`config.mk`:
```
export PLATFORM = sky130hd
export DESIGN_NAME = cfg_i2c_slave
export DESIGN_NICKNAME = d
export VERILOG_FILES = /design/src/rtl/cfgi2c_pkg.sv /design/src/rtl/cfgi2c_pin_sync.sv /design/src/rtl/cfgi2c_reg_bank.sv /design/src/rtl/cfgi2c_fsm.sv /design/src/rtl/cfg_i2c_slave.sv
export SDC_FILE = /design/constraint.sdc
export NUM_CORES = 1
export LEC_CHECK = 0
export ABC_AREA = 1
export BUFFER_PORTS_ARGS = -buffer_cell sky130_fd_sc_hd__buf_2
export CORE_MARGIN = 4
export CORE_UTILIZATION = 40
export CTS_CLUSTER_DIAMETER = 200
export DETAILED_ROUTE_END_ITERATION = 16
export SYNTH_ARGS = -nofsm -noshare
export SYNTH_HDL_FRONTEND = slang
export SYNTH_SLANG_ARGS = --single-unit
```
`constraint.sdc`:
```
create_clock -name clk -period 6.58 [get_ports clk]
set_input_delay 0.329 -clock clk [delete_from_list [all_inputs] [get_ports clk]]
set_output_delay 0.329 -clock clk [all_outputs]
set_load 0.02 [all_outputs]
```
`src/rtl/cfgi2c_pkg.sv`:
```
package cfgi2c_pkg;

  // Byte-level protocol states of the target.
  typedef enum logic [2:0] {
    ST_IDLE,
    ST_ADDR,
    ST_ADDR_ACK,
    ST_RX,
    ST_RX_ACK,
    ST_TX,
    ST_TX_ACK
  } slv_state_e;

  // Transfer item index: counts bytes moved since the last Start.
  typedef logic [7:0] idx_t;

  // True when the received address byte selects this target (R/W bit ignored).
  function automatic logic addr_hit(input logic [7:0] rx, input logic [6:0] dev);
    return rx[7:1] == dev;
  endfunction

  // Saturating increment of the item index.
  function automatic idx_t sat_inc(input idx_t i, input idx_t lim);
    return (i < lim) ? i + 8'd1 : i;
  endfunction

  // Write items 0 and 1 are command code and byte count; bank data starts at 2.
  function automatic logic wr_slot(input idx_t i, input idx_t nregs);
    return (i >= 8'd2) && ((i - 8'd2) < nregs);
  endfunction

  function automatic idx_t wr_target(input idx_t i);
    return i - 8'd2;
  endfunction

  // Read item 0 is the byte count; bank data starts at 1.
  function automatic idx_t rd_target(input idx_t i);
    return i - 8'd1;
  endfunction

endpackage

```
`src/rtl/cfgi2c_pin_sync.sv`:
```
module cfgi2c_pin_sync #(
  parameter int STAGES = 2
) (
  input  logic clk,
  input  logic rst_n,
  input  logic scl_i,
  input  logic sda_i,
  output logic scl_s_o,
  output logic sda_s_o,
  output logic scl_rise_o,
  output logic scl_fall_o,
  output logic start_o,
  output logic stop_o
);

  logic [STAGES-1:0] scl_pipe;
  logic [STAGES-1:0] sda_pipe;
  logic              scl_d;
  logic              sda_d;

  // Idle bus is high on both lines, so the pipeline resets high.
  always_ff @(posedge clk) begin
    if (!rst_n) begin
      scl_pipe <= '1;
      sda_pipe <= '1;
      scl_d    <= 1'b1;
      sda_d    <= 1'b1;
    end else begin
      scl_pipe[0] <= scl_i;
      sda_pipe[0] <= sda_i;
      for (int k = 1; k < STAGES; k++) begin
        scl_pipe[k] <= scl_pipe[k-1];
        sda_pipe[k] <= sda_pipe[k-1];
      end
      scl_d <= scl_pipe[STAGES-1];
      sda_d <= sda_pipe[STAGES-1];
    end
  end

  assign scl_s_o    = scl_pipe[STAGES-1];
  assign sda_s_o    = sda_pipe[STAGES-1];
  assign scl_rise_o = scl_s_o & ~scl_d;
  assign scl_fall_o = ~scl_s_o & scl_d;
  // SDA moving while SCL stays high marks a bus condition.
  assign start_o    = scl_s_o & scl_d & sda_d & ~sda_s_o;
  assign stop_o     = scl_s_o & scl_d & ~sda_d & sda_s_o;

endmodule

```
`src/rtl/cfgi2c_reg_bank.sv`:
```
module cfgi2c_reg_bank #(
  parameter int NUM_REGS = 6
) (
  input  logic                  clk,
  input  logic                  rst_n,
  input  logic [NUM_REGS*8-1:0] rst_val_i,
  input  logic                  we_i,
  input  logic [7:0]            widx_i,
  input  logic [7:0]            wdata_i,
  input  logic [7:0]            ridx_i,
  output logic [7:0]            rdata_o,
  output logic [NUM_REGS*8-1:0] regs_o
);

  localparam logic [7:0] NUM_B = 8'(NUM_REGS);

  for (genvar g = 0; g < NUM_REGS; g++) begin : g_byte
    logic [7:0] q;
    always_ff @(posedge clk) begin
      if (!rst_n) begin
        q <= rst_val_i[g*8 +: 8];
      end else if (we_i && (widx_i == 8'(g))) begin
        q <= wdata_i;
      end
    end
    assign regs_o[g*8 +: 8] = q;
  end

  // Out-of-range reads return all ones, which leaves SDA released.
  always_comb begin
    rdata_o = 8'hFF;
    for (int k = 0; k < NUM_REGS; k++) begin
      if (ridx_i == 8'(k)) rdata_o = regs_o[k*8 +: 8];
    end
  end


  we_range_chk: assert property (@(posedge clk) disable iff (!rst_n)
    we_i |-> (widx_i < NUM_B));

endmodule

```
`src/rtl/cfgi2c_fsm.sv`:
```
module cfgi2c_fsm
  import cfgi2c_pkg::*;
#(
  parameter int         NUM_REGS = 6,
  parameter logic [6:0] DEV_ADDR = 7'h69
) (
  input  logic       clk,
  input  logic       rst_n,
  input  logic       scl_rise_i,
  input  logic       scl_fall_i,
  input  logic       sda_s_i,
  input  logic       start_i,
  input  logic       stop_i,
  input  logic [7:0] rdata_i,
  output logic       sda_pull_o,
  output logic       we_o,
  output logic [7:0] widx_o,
  output logic [7:0] wdata_o,
  output logic [7:0] ridx_o
);

  localparam idx_t       NUM_B      = 8'(NUM_REGS);
  localparam idx_t       IDX_LIM    = NUM_B + 8'd2;
  localparam logic [7:0] BYTE_COUNT = 8'(NUM_REGS);

  slv_state_e st;
  logic [3:0] bit_cnt;
  logic [7:0] sh;
  logic [7:0] txsh;
  idx_t       idx;
  logic       rw_q;
  logic       m_ack;
  logic       pull_q;
  logic [7:0] tx_item;
  logic       byte_in;

  assign sda_pull_o = pull_q;
  assign byte_in    = (bit_cnt == 4'd8);
  assign tx_item    = (idx == 8'd0) ? BYTE_COUNT : rdata_i;
  assign ridx_o     = rd_target(idx);
  assign widx_o     = wr_target(idx);
  assign wdata_o    = sh;
  assign we_o       = (st == ST_RX) && scl_fall_i && byte_in && !start_i && !stop_i
                      && wr_slot(idx, NUM_B);

  always_ff @(posedge clk) begin
    if (!rst_n) begin
      st      <= ST_IDLE;
      bit_cnt <= '0;
      sh      <= '0;
      txsh    <= '0;
      idx     <= '0;
      rw_q    <= 1'b0;
      m_ack   <= 1'b0;
      pull_q  <= 1'b0;
    end else if (start_i) begin
      st      <= ST_ADDR;
      bit_cnt <= '0;
      idx     <= '0;
      pull_q  <= 1'b0;
    end else if (stop_i) begin
      st      <= ST_IDLE;
      pull_q  <= 1'b0;
    end else begin
      unique case (st)
        ST_IDLE: begin
          pull_q <= 1'b0;
        end
        ST_ADDR: begin
          if (scl_rise_i) begin
            sh      <= {sh[6:0], sda_s_i};
            bit_cnt <= bit_cnt + 4'd1;
          end else if (scl_fall_i && byte_in) begin
            if (addr_hit(sh, DEV_ADDR)) begin
              rw_q   <= sh[0];
              pull_q <= 1'b1;
              st     <= ST_ADDR_ACK;
            end else begin
              st     <= ST_IDLE;
            end
          end
        end
        ST_ADDR_ACK: begin
          if (scl_fall_i) begin
            bit_cnt <= '0;
            if (rw_q) begin
              pull_q <= ~tx_item[7];
              txsh   <= tx_item << 1;
              idx    <= sat_inc(idx, IDX_LIM);
              st     <= ST_TX;
            end else begin
              pull_q <= 1'b0;
              st     <= ST_RX;
            end
          end
        end
        ST_RX: begin
          if (scl_rise_i) begin
            sh      <= {sh[6:0], sda_s_i};
            bit_cnt <= bit_cnt + 4'd1;
          end else if (scl_fall_i && byte_in) begin
            pull_q  <= 1'b1;
            bit_cnt <= '0;
            idx     <= sat_inc(idx, IDX_LIM);
            st      <= ST_RX_ACK;
          end
        end
        ST_RX_ACK: begin
          if (scl_fall_i) begin
            pull_q <= 1'b0;
            st     <= ST_RX;
          end
        end
        ST_TX: begin
          if (scl_rise_i) begin
            bit_cnt <= bit_cnt + 4'd1;
          end else if (scl_fall_i) begin
            if (byte_in) begin
              pull_q  <= 1'b0;
              bit_cnt <= '0;
              st      <= ST_TX_ACK;
            end else begin
              pull_q <= ~txsh[7];
              txsh   <= txsh << 1;
            end
          end
        end
        ST_TX_ACK: begin
          if (scl_rise_i) begin
            m_ack <= ~sda_s_i;
          end else if (scl_fall_i) begin
            if (m_ack) begin
              pull_q <= ~tx_item[7];
              txsh   <= tx_item << 1;
              idx    <= sat_inc(idx, IDX_LIM);
              st     <= ST_TX;
            end else begin
              pull_q <= 1'b0;
              st     <= ST_IDLE;
            end
          end
        end
        default: begin
          st     <= ST_IDLE;
          pull_q <= 1'b0;
        end
      endcase
    end
  end


  nack_release_chk: assert property (@(posedge clk) disable iff (!rst_n)
    (st == ST_TX_ACK && scl_fall_i && !m_ack && !start_i && !stop_i)
      |=> (st == ST_IDLE && !sda_pull_o));


  idle_release_chk: assert property (@(posedge clk) disable iff (!rst_n)
    (st == ST_IDLE) |-> !sda_pull_o);


  read_no_write_chk: assert property (@(posedge clk) disable iff (!rst_n)
    we_o |-> !rw_q);

endmodule

```
`src/rtl/cfg_i2c_slave.sv`:
```
module cfg_i2c_slave #(
  parameter int         NUM_REGS    = 6,
  parameter logic [6:0] DEV_ADDR    = 7'h69,
  parameter int         SYNC_STAGES = 2
) (
  input  logic                  clk,
  input  logic                  rst_n,
  input  logic                  scl_i,
  input  logic                  sda_i,
  output logic                  sda_pull_o,
  input  logic [NUM_REGS*8-1:0] rst_val_i,
  output logic [NUM_REGS*8-1:0] regs_o
);

  logic       scl_s;
  logic       sda_s;
  logic       scl_rise;
  logic       scl_fall;
  logic       bus_start;
  logic       bus_stop;
  logic       we;
  logic [7:0] widx;
  logic [7:0] wdata;
  logic [7:0] ridx;
  logic [7:0] rdata;

  cfgi2c_pin_sync #(.STAGES(SYNC_STAGES)) u_sync (
    .clk        (clk),
    .rst_n      (rst_n),
    .scl_i      (scl_i),
    .sda_i      (sda_i),
    .scl_s_o    (scl_s),
    .sda_s_o    (sda_s),
    .scl_rise_o (scl_rise),
    .scl_fall_o (scl_fall),
    .start_o    (bus_start),
    .stop_o     (bus_stop)
  );

  cfgi2c_fsm #(.NUM_REGS(NUM_REGS), .DEV_ADDR(DEV_ADDR)) u_fsm (
    .clk        (clk),
    .rst_n      (rst_n),
    .scl_rise_i (scl_rise),
    .scl_fall_i (scl_fall),
    .sda_s_i    (sda_s),
    .start_i    (bus_start),
    .stop_i     (bus_stop),
    .rdata_i    (rdata),
    .sda_pull_o (sda_pull_o),
    .we_o       (we),
    .widx_o     (widx),
    .wdata_o    (wdata),
    .ridx_o     (ridx)
  );

  cfgi2c_reg_bank #(.NUM_REGS(NUM_REGS)) u_bank (
    .clk       (clk),
    .rst_n     (rst_n),
    .rst_val_i (rst_val_i),
    .we_i      (we),
    .widx_i    (widx),
    .wdata_i   (wdata),
    .ridx_i    (ridx),
    .rdata_o   (rdata),
    .regs_o    (regs_o)
  );


  sda_hold_chk: assert property (@(posedge clk) disable iff (!rst_n)
    (scl_s && !scl_rise && !bus_start && !bus_stop) |=> $stable(sda_pull_o));

endmodule

```
-- After elaboration in Yosys (flattened, before gate mapping)
Cells that the tools add are included.
- bits in registers: 88
- bits in latches: 0
- RAM bits: 0
- bits in read-only memories: 0
- output and inout bits: 49
- memories: 0
- add/sub/neg operators: 4
- multiply operators: 0
- div/mod/pow operators: 0
- magnitude comparators: 3
- eq/ne operators: 55
- shifts and indexed selects: 0
- muxes and demuxes: 77
- bitwise gates (word level): 18
- reduce and logical (&&, ||, !) cells: 34
- operators with widths (kind ; count):
    $mux W8 ; 35
    $pmux W8 S3 ; 2
    $mux W3 ; 13
    $eq A8 B2 Y1 const B ; 4
    $eq A8 B3 Y1 const B ; 4
    $ne A2 B1 Y1 const B ; 15
    $mux W4 ; 7
    $logic_not A8 Y1 ; 3
    $ne A4 B1 Y1 const B ; 6
    $reduce_and A12 Y1 ; 2
    $reduce_and A11 Y1 ; 2
    $pmux W3 S7 ; 1
    $ne A4 B2 Y1 const B ; 5
    $eq A8 B1 Y1 const B ; 2
    $mux W1 ; 16
    $pmux W4 S4 ; 1
    $ne A2 B2 Y1 const B ; 7
    $logic_and A1 B1 Y1 ; 13
    $not A1 Y1 ; 11
    $eq A3 B3 Y1 const B ; 3
    $reduce_and A9 Y1 ; 1
    $add A8 B1 Y8 const B ; 1
    $ge A8 B2 Y1 const B ; 1
    $lt A8 B3 Y1 const B ; 1
    23 further kinds ; 35

-- Longest topological paths before layout
Gate-level depths: netlist of run 1.
- depth in word-level cells: 14
- depth in mapped cells: 20
- gate-level depth less buffers: 19

-- Cells and area by module
A second synthesis of run 1 with hierarchy kept.
- cells, all modules: 714
- area total of the unflattened synthesis: 5225.0 µm²
- modules (own cells, without submodules) (module ; instances ; cells an instance ; area each (µm²)):
    cfgi2c_reg_bank ; 1 ; 310 ; 2671.3
    cfgi2c_fsm ; 1 ; 377 ; 2354.8
    cfgi2c_pin_sync ; 1 ; 27 ; 198.9

-- Worst setup path after synthesis of run 1
Ideal clock, no wire load.
- path kind: register to register
- start point: register u_fsm.idx[1]
- end point: register u_bank.g_byte[0].q[0] (enable)
- library setup time: 0.384 ns
- data arrival time: 2.427 ns
- data required time: 6.196 ns
- setup slack: 3.769 ns
- stages on the path, launching flop included: 10
- path buffers: 0
- path through: dfxtp_1 -> inv_1 -> ha_1 -> xnor2_1 -> o211ai_1 -> nor3_1 -> nand3_1 -> nor4_1 -> nand2_1 -> o21ai_0
- word-level cells in the longest chain between the ends: 6
- elaborated cells on any way between the ends: 8
- those cells by class: add/sub: 1; order compare: 2; eq/ne: 1; reduce/logical: 4
- RTL lines (element ; RTL line ; RTL):
    start: declaration ; cfgi2c_fsm.sv:30 ; idx_t idx;
    start signal: assignment ; cfgi2c_fsm.sv:89 ; idx <= sat_inc(idx, IDX_LIM);
    start signal: assignment ; cfgi2c_fsm.sv:104 ; idx <= sat_inc(idx, IDX_LIM);
    start signal: assignment ; cfgi2c_fsm.sv:135 ; idx <= sat_inc(idx, IDX_LIM);
    $sub A8 B2 Y8 ; cfgi2c_pkg.sv:29, cfgi2c_pkg.sv:33 ;
    $lt A8 B3 Y1 ; cfgi2c_pkg.sv:29 ; return (i >= 8'd2) && ((i - 8'd2) < nregs);
    $logic_and A1 B1 Y1 ; cfgi2c_pkg.sv:29 ;
    $logic_and A1 B1 Y1 ; cfgi2c_fsm.sv:44 ; && wr_slot(idx, NUM_B);
    $logic_and A1 B1 Y1 (*) ; cfgi2c_reg_bank.sv:22 ; end else if (we_i && (widx_i == 8'(g))) begin
    $ne A2 B1 Y1 (no source line) (*) ; n/a ;
    end signal: assignment ; cfgi2c_reg_bank.sv:21 ; q <= rst_val_i[g*8 +: 8];
    end signal: assignment ; cfgi2c_reg_bank.sv:23 ; q <= wdata_i;
    end: declaration ; cfgi2c_reg_bank.sv:18 ; logic [7:0] q;
Every way passes the cells marked *; elsewhere a longest branch is shown, timed or not.
A chain may end at the register's enable or synchronous reset.

-- Worst setup path after layout of run 1
- start point: register u_fsm.idx[1]
- end point: register u_bank.g_byte[1].q[2] (enable)
- word-level cells in the longest chain between the ends: 6
- elaborated cells on any way between the ends: 8
- those cells by class: add/sub: 1; order compare: 2; eq/ne: 2; reduce/logical: 3
- RTL lines (element ; RTL line):
    $sub A8 B2 Y8 ; cfgi2c_pkg.sv:29, cfgi2c_pkg.sv:33
    $lt A8 B3 Y1 ; cfgi2c_pkg.sv:29
    $logic_and A1 B1 Y1 ; cfgi2c_pkg.sv:29
    $logic_and A1 B1 Y1 ; cfgi2c_fsm.sv:44
    $logic_and A1 B1 Y1 (*) ; cfgi2c_reg_bank.sv:22
    $ne A2 B1 Y1 (no source line) (*) ; n/a
    end signal: assignment ; cfgi2c_reg_bank.sv:21
    end signal: assignment ; cfgi2c_reg_bank.sv:23
    end: declaration ; cfgi2c_reg_bank.sv:18
Marks and branches as above.

==> results.md, run 1 <==
Place:
- Port buffering added 100 buffers.
- The last weighted congestion value of the routability-driven placer is 0.863.
- Detailed placement ended at an HPWL of 10700 um.

Yosys:
- Of the post-synthesis cell area, the part taken by muxes is 0%.
- The area fraction in compound gates after synthesis is 11.7%.
- The post-synthesis instance total is 633.
- Synthesis inferred 87 register bits.
- The average cell area after synthesis is 7.57 um^2.
- The synthesized area is 0.00479 mm^2.
- The share of synthesized cell area in and, or, nand and nor gates is 29.5%.
- Yosys attributes the largest share of cell area to edfxtp_1, dfxtp_1, nand2_1, inv_1, o21ai_0.
- The area fraction of the dominant cell type after synthesis is 30.1%.
- Of the total synthesized cell area, the portion taken by full adders, half adders and majority gates is 2.87%.
- The flip-flop cell with the highest count after synthesis is edfxtp_1.
- The share of the Yosys chip area taken by registers is 46.4%.
- During synthesis, Yosys emitted a total of 0 warnings.
- After synthesis, the share of flip-flops with an asynchronous set or reset is 0%.
- The count of flip-flops with a built-in enable after synthesis is 48.
- The library cell with the largest summed area after synthesis is edfxtp_1.
- The net count of the mapped netlist is 696.
- The xor/xnor share of the synthesized area is 0.731%.
- The distinct cell type count of the synthesized netlist is 38.
- The main combinational cell family by area after synthesis is simple AND/OR/NAND/NOR gates.

Clock network:
- The H-tree generated during clock tree synthesis spans 3 levels.
- The clock net in this run drives a total of 87 sinks.
- The master cell of the clock root buffer is clkbuf_16.
- The insertion delay to the later sink of the worst-skew pair is 0.35 ns.
- The number of buffers inserted to repair setup after CTS is 0.
- TritonCTS built the clock tree.
- The clock tree buffer depth is 2.
- The number of hold buffers added after cts is 0.
- The number of CTS-inserted buffers is 9.
- The clock-pin slew on the worst setup and hold paths is 0.07 ns.
- After clock tree synthesis, the repair step resized 0 gates.

Die:
- The overall die width is 117 um.
- After floorplanning, the core was sized to cover 0.0116 mm^2.
- The count of standard-cell rows is 39.
- The I/O pin total is 101.
- The die span in y is 117 um.
- The initial utilization of the core area, before any placement, comes to 41.4%.
- The die covers 0.0138 mm^2.

Finish:
- In the layout the commonest cells are nand2_1, buf_2, inv_1, nor2_1, edfxtp_1.
- The net count of the finished layout is 794.
- The library cell used most frequently in the layout, excluding fill and tap cells, is nand2_1.
- Summing all multi-input logic gate instances after layout gives 0.00216 mm^2.
- The share of cells above drive strength 1 is 20.1%.
- Counting the fill cells in the layout gives 1150.
- Registers take 0.00222 mm^2.
- Once layout is complete, the utilization of the core stands at 49.5%.
- The post-synthesis to final-layout area growth is 19.4%.
- 0 antenna diodes ended up in the layout.

Timing:
- The final hold violation count is 0.
- Measured against its own limit, the worst slew margin works out to 15.5%.
- The worst-margin pin slew is 1.25 ns.
- The worst clock skew is 0.00629 ns.
- Setup violations remaining at the end of the flow were counted as 0.
- For the final routed database, the setup TNS stands at 0 ns.
- The maximum achievable frequency is 287 MHz.
- The clock period could shrink to 3.48 ns.
- Setup repair after global routing left no endpoint under its margin.
- The final period utilization is 52.9%.
- The final number of max-transition violations was 0.

Pwr:
- The internal power summed over all cells is 1.07 mW.
- The highest ir drop seen on vdd is 0.143 mV.
- The power density of the placed cells is 284 mW/mm^2.
- The clock network power share is 32.5%.
- The leakage power is 2.81 nW.
- The net switching power of the design is 0.555 mW.
- The proportion of power drawn by flip-flops and latches is 41.4%.
- The share of total power dissipated in combinational logic is 26.1%.
- The switching part of the total power is 34.2%.

GRT:
- The first global-routing pass estimated 21900 um of wire.
- Summed over all layers, the global routing overflow is 0.
- The number of antenna violations at the first check in global routing was 0.
- The via count of the first global-routing pass was 4452.
- The pin count of the biggest net entering global routing is 36.
- The total global-route track usage is 19.9%.

Critical path:
- In this run the worst path has a maximum fanout of 8.
- The critical path capture point type is a flip-flop.
- The cell with the largest stage delay on the worst path is o21ai_0.
- The peak per-stage delay on the critical path is 0.98 ns.
- Walking the worst path, the cells encountered are inv_1 > ha_1 > xnor2_1 > o211ai_1 > nor3_1 > nand3_1 > nor4_1 > nand2_1 > o21ai_0.
- Data arrives at the worst endpoint at 3.44 ns.
- Data on the critical path is required at its endpoint by 6.54 ns.
- By startpoint and endpoint, the worst setup path is classified as reg -> reg.
- STA classifies the critical path startpoint as a flip-flop.

Flow run:
- Across the run, the number of max-cap violations was 0.

Routing:
- Summing over every cut layer, the via total after detailed routing is 4519.
- The first TritonRoute pass finished after 4 iterations.
- Summed over all nets, wire length on met2 after detailed routing comes to 6480 um.
- The met3 wire length is 814 um.
- The average via count per standard cell is 5.14.
- The first routing iteration left 291 violations.
- In the routed design, unresolved DRC markers number 0.
- Summed over all layers, the routed wires come to 13600 um.
- After detailed routing, the average wire length per cell comes to 15.5 um.
- The highest metal layer used by the detailed router is met4.
- The routed metal-1 wirelength is 6100 um.
- In this run the remaining antenna-violating nets after routing total 0.

Worst hold path:
- The worst hold path class is in -> reg.

Outcome:
- The flow ran to the end, and the final reports show no timing, DRC or antenna violations.
cells in the mapped netlist (9+ instances only):
master,n
nor3_1,11
nand3_1,28
o21ai_0,41
a21oi_1,31
dfxtp_1,39
nand2_1,202
o21ai_1,10
edfxtp_1,48
nand4_1,9
clkbuf_1,9
nor2_1,48
ha_1,11
inv_1,81
layout make-up:
type	instances	area share [%]
clock buffer	11	4.61
clock inverter	5	0.787
inverter	89	5.84
multi-input combinational	442	37.8
sequential	87	38.8
tap	143	3.13
timing repair buffer	102	9.01
cell families (layout without fill, tap and decap cells):
family	count (synthesis)	after routing
buf+inv	104	207
simple gates	327	327
xor+xnor	4	4
compound gates	100	100
flops	87	87
fa+ha+maj	11	11
per-stage QoR:
stage / cell area (um^2) / total power, mW / setup slack, ns / cells / hold WS, ns
floorplan: 4790 / 0.979 / 3.77 / 633 / 0.393
global placement: 5410 / 1.10 / 3.17 / 863 / 0.396
detailed placement: 5410 / 1.10 / 3.14 / 863 / 0.399
CTS: 5720 / 1.63 / 3.11 / 879 / 0.159
global route: 5720 / 1.72 / 2.75 / 879 / 0.171
finish: 5720 / 1.63 / 3.10 / 879 / 0.172
worst max-delay path: cells and delay by family (launching register included):
kind | cells | cell delay (ns)
flip-flops | 1 | 0.46
XOR/XNOR | 1 | 0.30
buffers and inverters | 1 | 0.20
AO/OA/AOI/OAI | 2 | 1.12
adder cells (fa/ha/maj) | 1 | 0.33
AND/OR/NAND/NOR | 4 | 0.67
per-layer routing:
layer	up-vias	global-route usage, %
met1	2090	25.3
met3	18	4.71
met4	0	6.15
met2	152	33.6
met5	-	0
li1	2259	-
power groups by stage:
stage / registers, mW / clock network [mW] / logic [mW]
4_1_cts: 0.672 / 0.539 / 0.423
5_1_grt: 0.678 / 0.560 / 0.479
6_report: 0.672 / 0.529 / 0.424
3_5_place_dp: 0.684 / 0 / 0.420
3_3_place_gp: 0.682 / 0 / 0.420
2_1_floorplan: 0.695 / 0 / 0.284
final timing paths:
kind | startpoint | endpoint | slack, ns | cells past startpoint
worst max register to register | u_fsm.idx[1] | u_bank.g_byte[1].q[2] | 3.10 | 9
worst min-delay path | sda_i | u_sync.sda_pipe[0] | 0.17 | 2
worst min register to register | u_sync.sda_pipe[0] | u_sync.sda_pipe[1] | 0.41 | 1
worst max-delay path | u_fsm.idx[1] | u_bank.g_byte[1].q[2] | 3.10 | 9
registers in the layout (all words and copies together) (netlist names), 2 cells and up:
register	flops
u_fsm.idx	8
u_sync.scl_pipe	2
u_fsm.wdata_o	8
u_sync.sda_pipe	2
u_bank.g_byte.q	48
u_fsm.bit_cnt	4
u_fsm.txsh	7
u_fsm.st	3
Power figures use the tool's default switching activity.
==> run 2, diff against run 1 <==
==> constraint.sdc (replaced) <==
create_clock -name clk -period 3.32 [get_ports clk]
set_input_delay 0.166 -clock clk [delete_from_list [all_inputs] [get_ports clk]]
set_output_delay 0.166 -clock clk [all_outputs]
set_load 0.02 [all_outputs]
==> run 2 against run 1 <==
Critical path depth rose by 1; core utilization rose by 0.57 points; die area did not move; largest cell class unchanged; highest routed layer unchanged.
==> results.md, run 2 (synthesis gave the netlist of run 1 again) <==
Die:
- The initial utilization of the core area, before any placement, comes to 41.4%.
- The floorplan step defined a core boundary enclosing 0.0116 mm^2.
- 101 I/O pins were placed.
- The floorplan step defined a die boundary enclosing 0.0138 mm^2.
- The die span in y is 117 um.
- The overall die width is 117 um.
- In this run the core area contains 39 standard-cell rows.

Place:
- The number of port buffers is 100.
- Detailed placement ended at an HPWL of 10800 um.
- The last weighted congestion value of the routability-driven placer is 0.870.

Critical path:
- The capture point of the worst reg-to-reg path is u_bank.g_byte[5].q[7].
- The register-to-register setup slack is 0.45 ns.
- For the worst setup path, the data arrival time is 2.93 ns.
- The path type of the worst setup path is reg -> reg.
- Counting cells, the worst reg-to-reg path comes to 10.
- The required time at the endpoint of the critical path is 3.37 ns.
- In this run the worst path has a maximum fanout of 8.
- STA classifies the critical path endpoint as a flip-flop.
- The startpoint identified for the worst register-to-register timing path is u_fsm.idx[1].
- STA classifies the critical path startpoint as a flip-flop.

GRT:
- The via count of the first global-routing pass is 4416.
- The pin count of the biggest net entering global routing is 39.
- The wire length of the first global-routing pass is 22200 um.
- The number of antenna violations at the first check in global routing came to 0.
- The global route total overflow is 0.
- The total global-route track usage is 20.1%.

Pwr:
- Net switching is 33.9% of the power.
- In this run, the combinational gates consume 25.9% of the power.
- Internal power comes to 2.15 mW.
- The proportion of power drawn by flip-flops and latches is 41.0%.
- Summed over all nets, the switching power comes to 1.10 mW.
- In this run the power density over the cells is 562 mW/mm^2.
- Summing internal, switching and leakage power gives 3.25 mW.
- The analysis attributes to cell leakage a power of 2.85 nW.
- The clock network power share is 33.1%.
- The highest ir drop seen on vdd is 0.586 mV.

Routing:
- The routed layout has 4495 vias.
- The final routed DRC violation total is 0.
- After detailed routing, the average wire length per cell comes to 15.6 um.
- In the routed layout, each cell is associated on average with a via count of 5.07.
- The post-route antenna net violation count is 0.
- The length of the first detailed-routing pass in iterations is 6.
- The detailed router finished its first iteration with 358 violations.
- The wire length reported by the detailed router is 13800 um.

Worst hold path:
- Counting instances, the worst hold path has a depth of 3.
- The start point of the worst min-delay path is rst_val_i[15].
- The capture endpoint of the worst hold path is u_bank.g_byte[1].q[7].
- The path class of the tightest hold or removal check is in -> reg.

Clock network:
- The post-cts sizing count is 0.
- The clock net in this run drives a total of 87 sinks.
- The clock passes through at most 2 buffers.
- In this run the clock root is driven by a clkbuf_16.
- The H-tree depth reported by CTS is 3.
- The clock tree from TritonCTS is yes.
- The number of CTS-inserted buffers is 9.
- Clock-pin slew was measured on the worst setup and hold paths at 0.07 ns.
- The later pin in the worst-skew pair is clocked with a latency of 0.35 ns.

Finish:
- In the layout the commonest cells are nand2_1, buf_2, inv_1, nor2_1, edfxtp_1.
- The register with the most flip-flops in the layout has 48 of them.
- The net count reported at finish is 801.
- The post-route netlist has 20.6% of its cells at a drive strength greater than 1.
- The most frequent standard cell in the layout excluding fill and tap cells is nand2_1.
- The area growth from synthesis to layout is 20.8%.
- u_bank.g_byte.q holds more flip-flops than any other register.
- The diode insertion count for antenna repair is 0.

Timing:
- For the finished layout, the period the worst path requires is 2.87 ns.
- The final period utilization is 86.6%.
- Setup repair after global routing left no endpoint under its margin.
- The summed negative setup slack over all endpoints is 0 ns.
- The final hold violation count is 0.
- The maximum achievable frequency is 348 MHz.
- For the final database, setup skew stands at 0.00876 ns.
- The final number of max-transition violations is 0.
- The worst-margin pin slew is 0.753 ns.
- Setup violations remaining at the end of the flow were counted as 0.
- In this run the tightest slew margin relative to its limit is 49.3%.

Outcome:
- The run finished with clean final reports.

Flow run:
- The tool flagged a number of max-cap violations equal to 0.
==> run 2: changes by cell type in the layout (fill, tap and decap cells not counted), sizes merged <==
cell / change
buf: +5
clkinvlp: -1
clkinv: +1
dlygate4sd3: +2
==> run 2: repair_timing <==
action | CTS | global route
hold endpoints to repair | 2 | 0
hold buffers | 2 | 0
setup buffers | 0 | 0
==> run 2: final cells by class <==
type,count,area [um^2]
Clock buffer,11,275
Timing Repair Buffer,109,573
Tap cell,143,179
Inverter,89,334
Sequential cell,87,2220
Multi-Input combinational cell,442,2160
Clock inverter,5,42.5
Fill cell,1130,5780
==> run 2: worst max-delay path by stage <==
stage / startpoint / cells past startpoint / slack (ns) / to
2_1_floorplan: u_fsm.idx[1] / 9 / 0.51 / u_bank.g_byte[0].q[0]
4_1_cts: u_fsm.idx[1] / 10 / 0.51 / u_bank.g_byte[0].q[3]
6_report: u_fsm.idx[1] / 10 / 0.45 / u_bank.g_byte[5].q[7]
5_1_grt: u_fsm.idx[1] / 10 / 0.22 / u_bank.g_byte[4].q[7]
3_5_place_dp: u_fsm.idx[1] / 10 / 0.52 / u_bank.g_byte[0].q[4]
3_3_place_gp: u_fsm.idx[1] / 10 / 0.60 / u_bank.g_byte[0].q[6]
==> run 2: worst max-delay path, cell delays in order (launching register included) <==
cell      delay (ns)
dfxtp_1         0.45
inv_1           0.19
ha_1            0.33
xnor2_1         0.31
o211ai_1        0.15
nor3_1          0.18
nand3_1         0.09
nor4_1          0.34
nand2_1         0.15
o21ai_0         0.19
buf_4           0.21
==> run 2: layer usage <==
layer | share of wire, % | vias to the layer above | GRT usage, %
li1 | - | 2275 | -
met2 | 47 | 128 | 33.5
met1 | 45 | 2074 | 26.3
met4 | 1.7 | 0 | 5.79
met5 | 0 | - | 0
met3 | 5.4 | 18 | 4.85
==> run 2: power by group through the flow <==
stage          clock network [mW]  registers, mW  logic, mW
2_1_floorplan                   0           1.38      0.563
3_3_place_gp                    0           1.36      0.829
3_5_place_dp                    0           1.35      0.830
4_1_cts                      1.10           1.33      0.839
5_1_grt                      1.14           1.34      0.957
6_report                     1.08           1.33      0.844
==> run 2: per-stage QoR <==
stage | utilization (%) | setup slack [ns] | std cells | hold WS (ns) | instance area (um^2)
after floorplan | - | 0.509 | 633 | 0.273 | 4790
after global placement | 47.1 | 0.600 | 868 | 0.352 | 5450
after detailed placement | 47.1 | 0.524 | 868 | 0.359 | 5450
after CTS | 50.1 | 0.515 | 886 | 0.0664 | 5790
after global routing | 50.1 | 0.216 | 886 | 0.0655 | 5790
final | 50.1 | 0.446 | 886 | 0.0803 | 5790
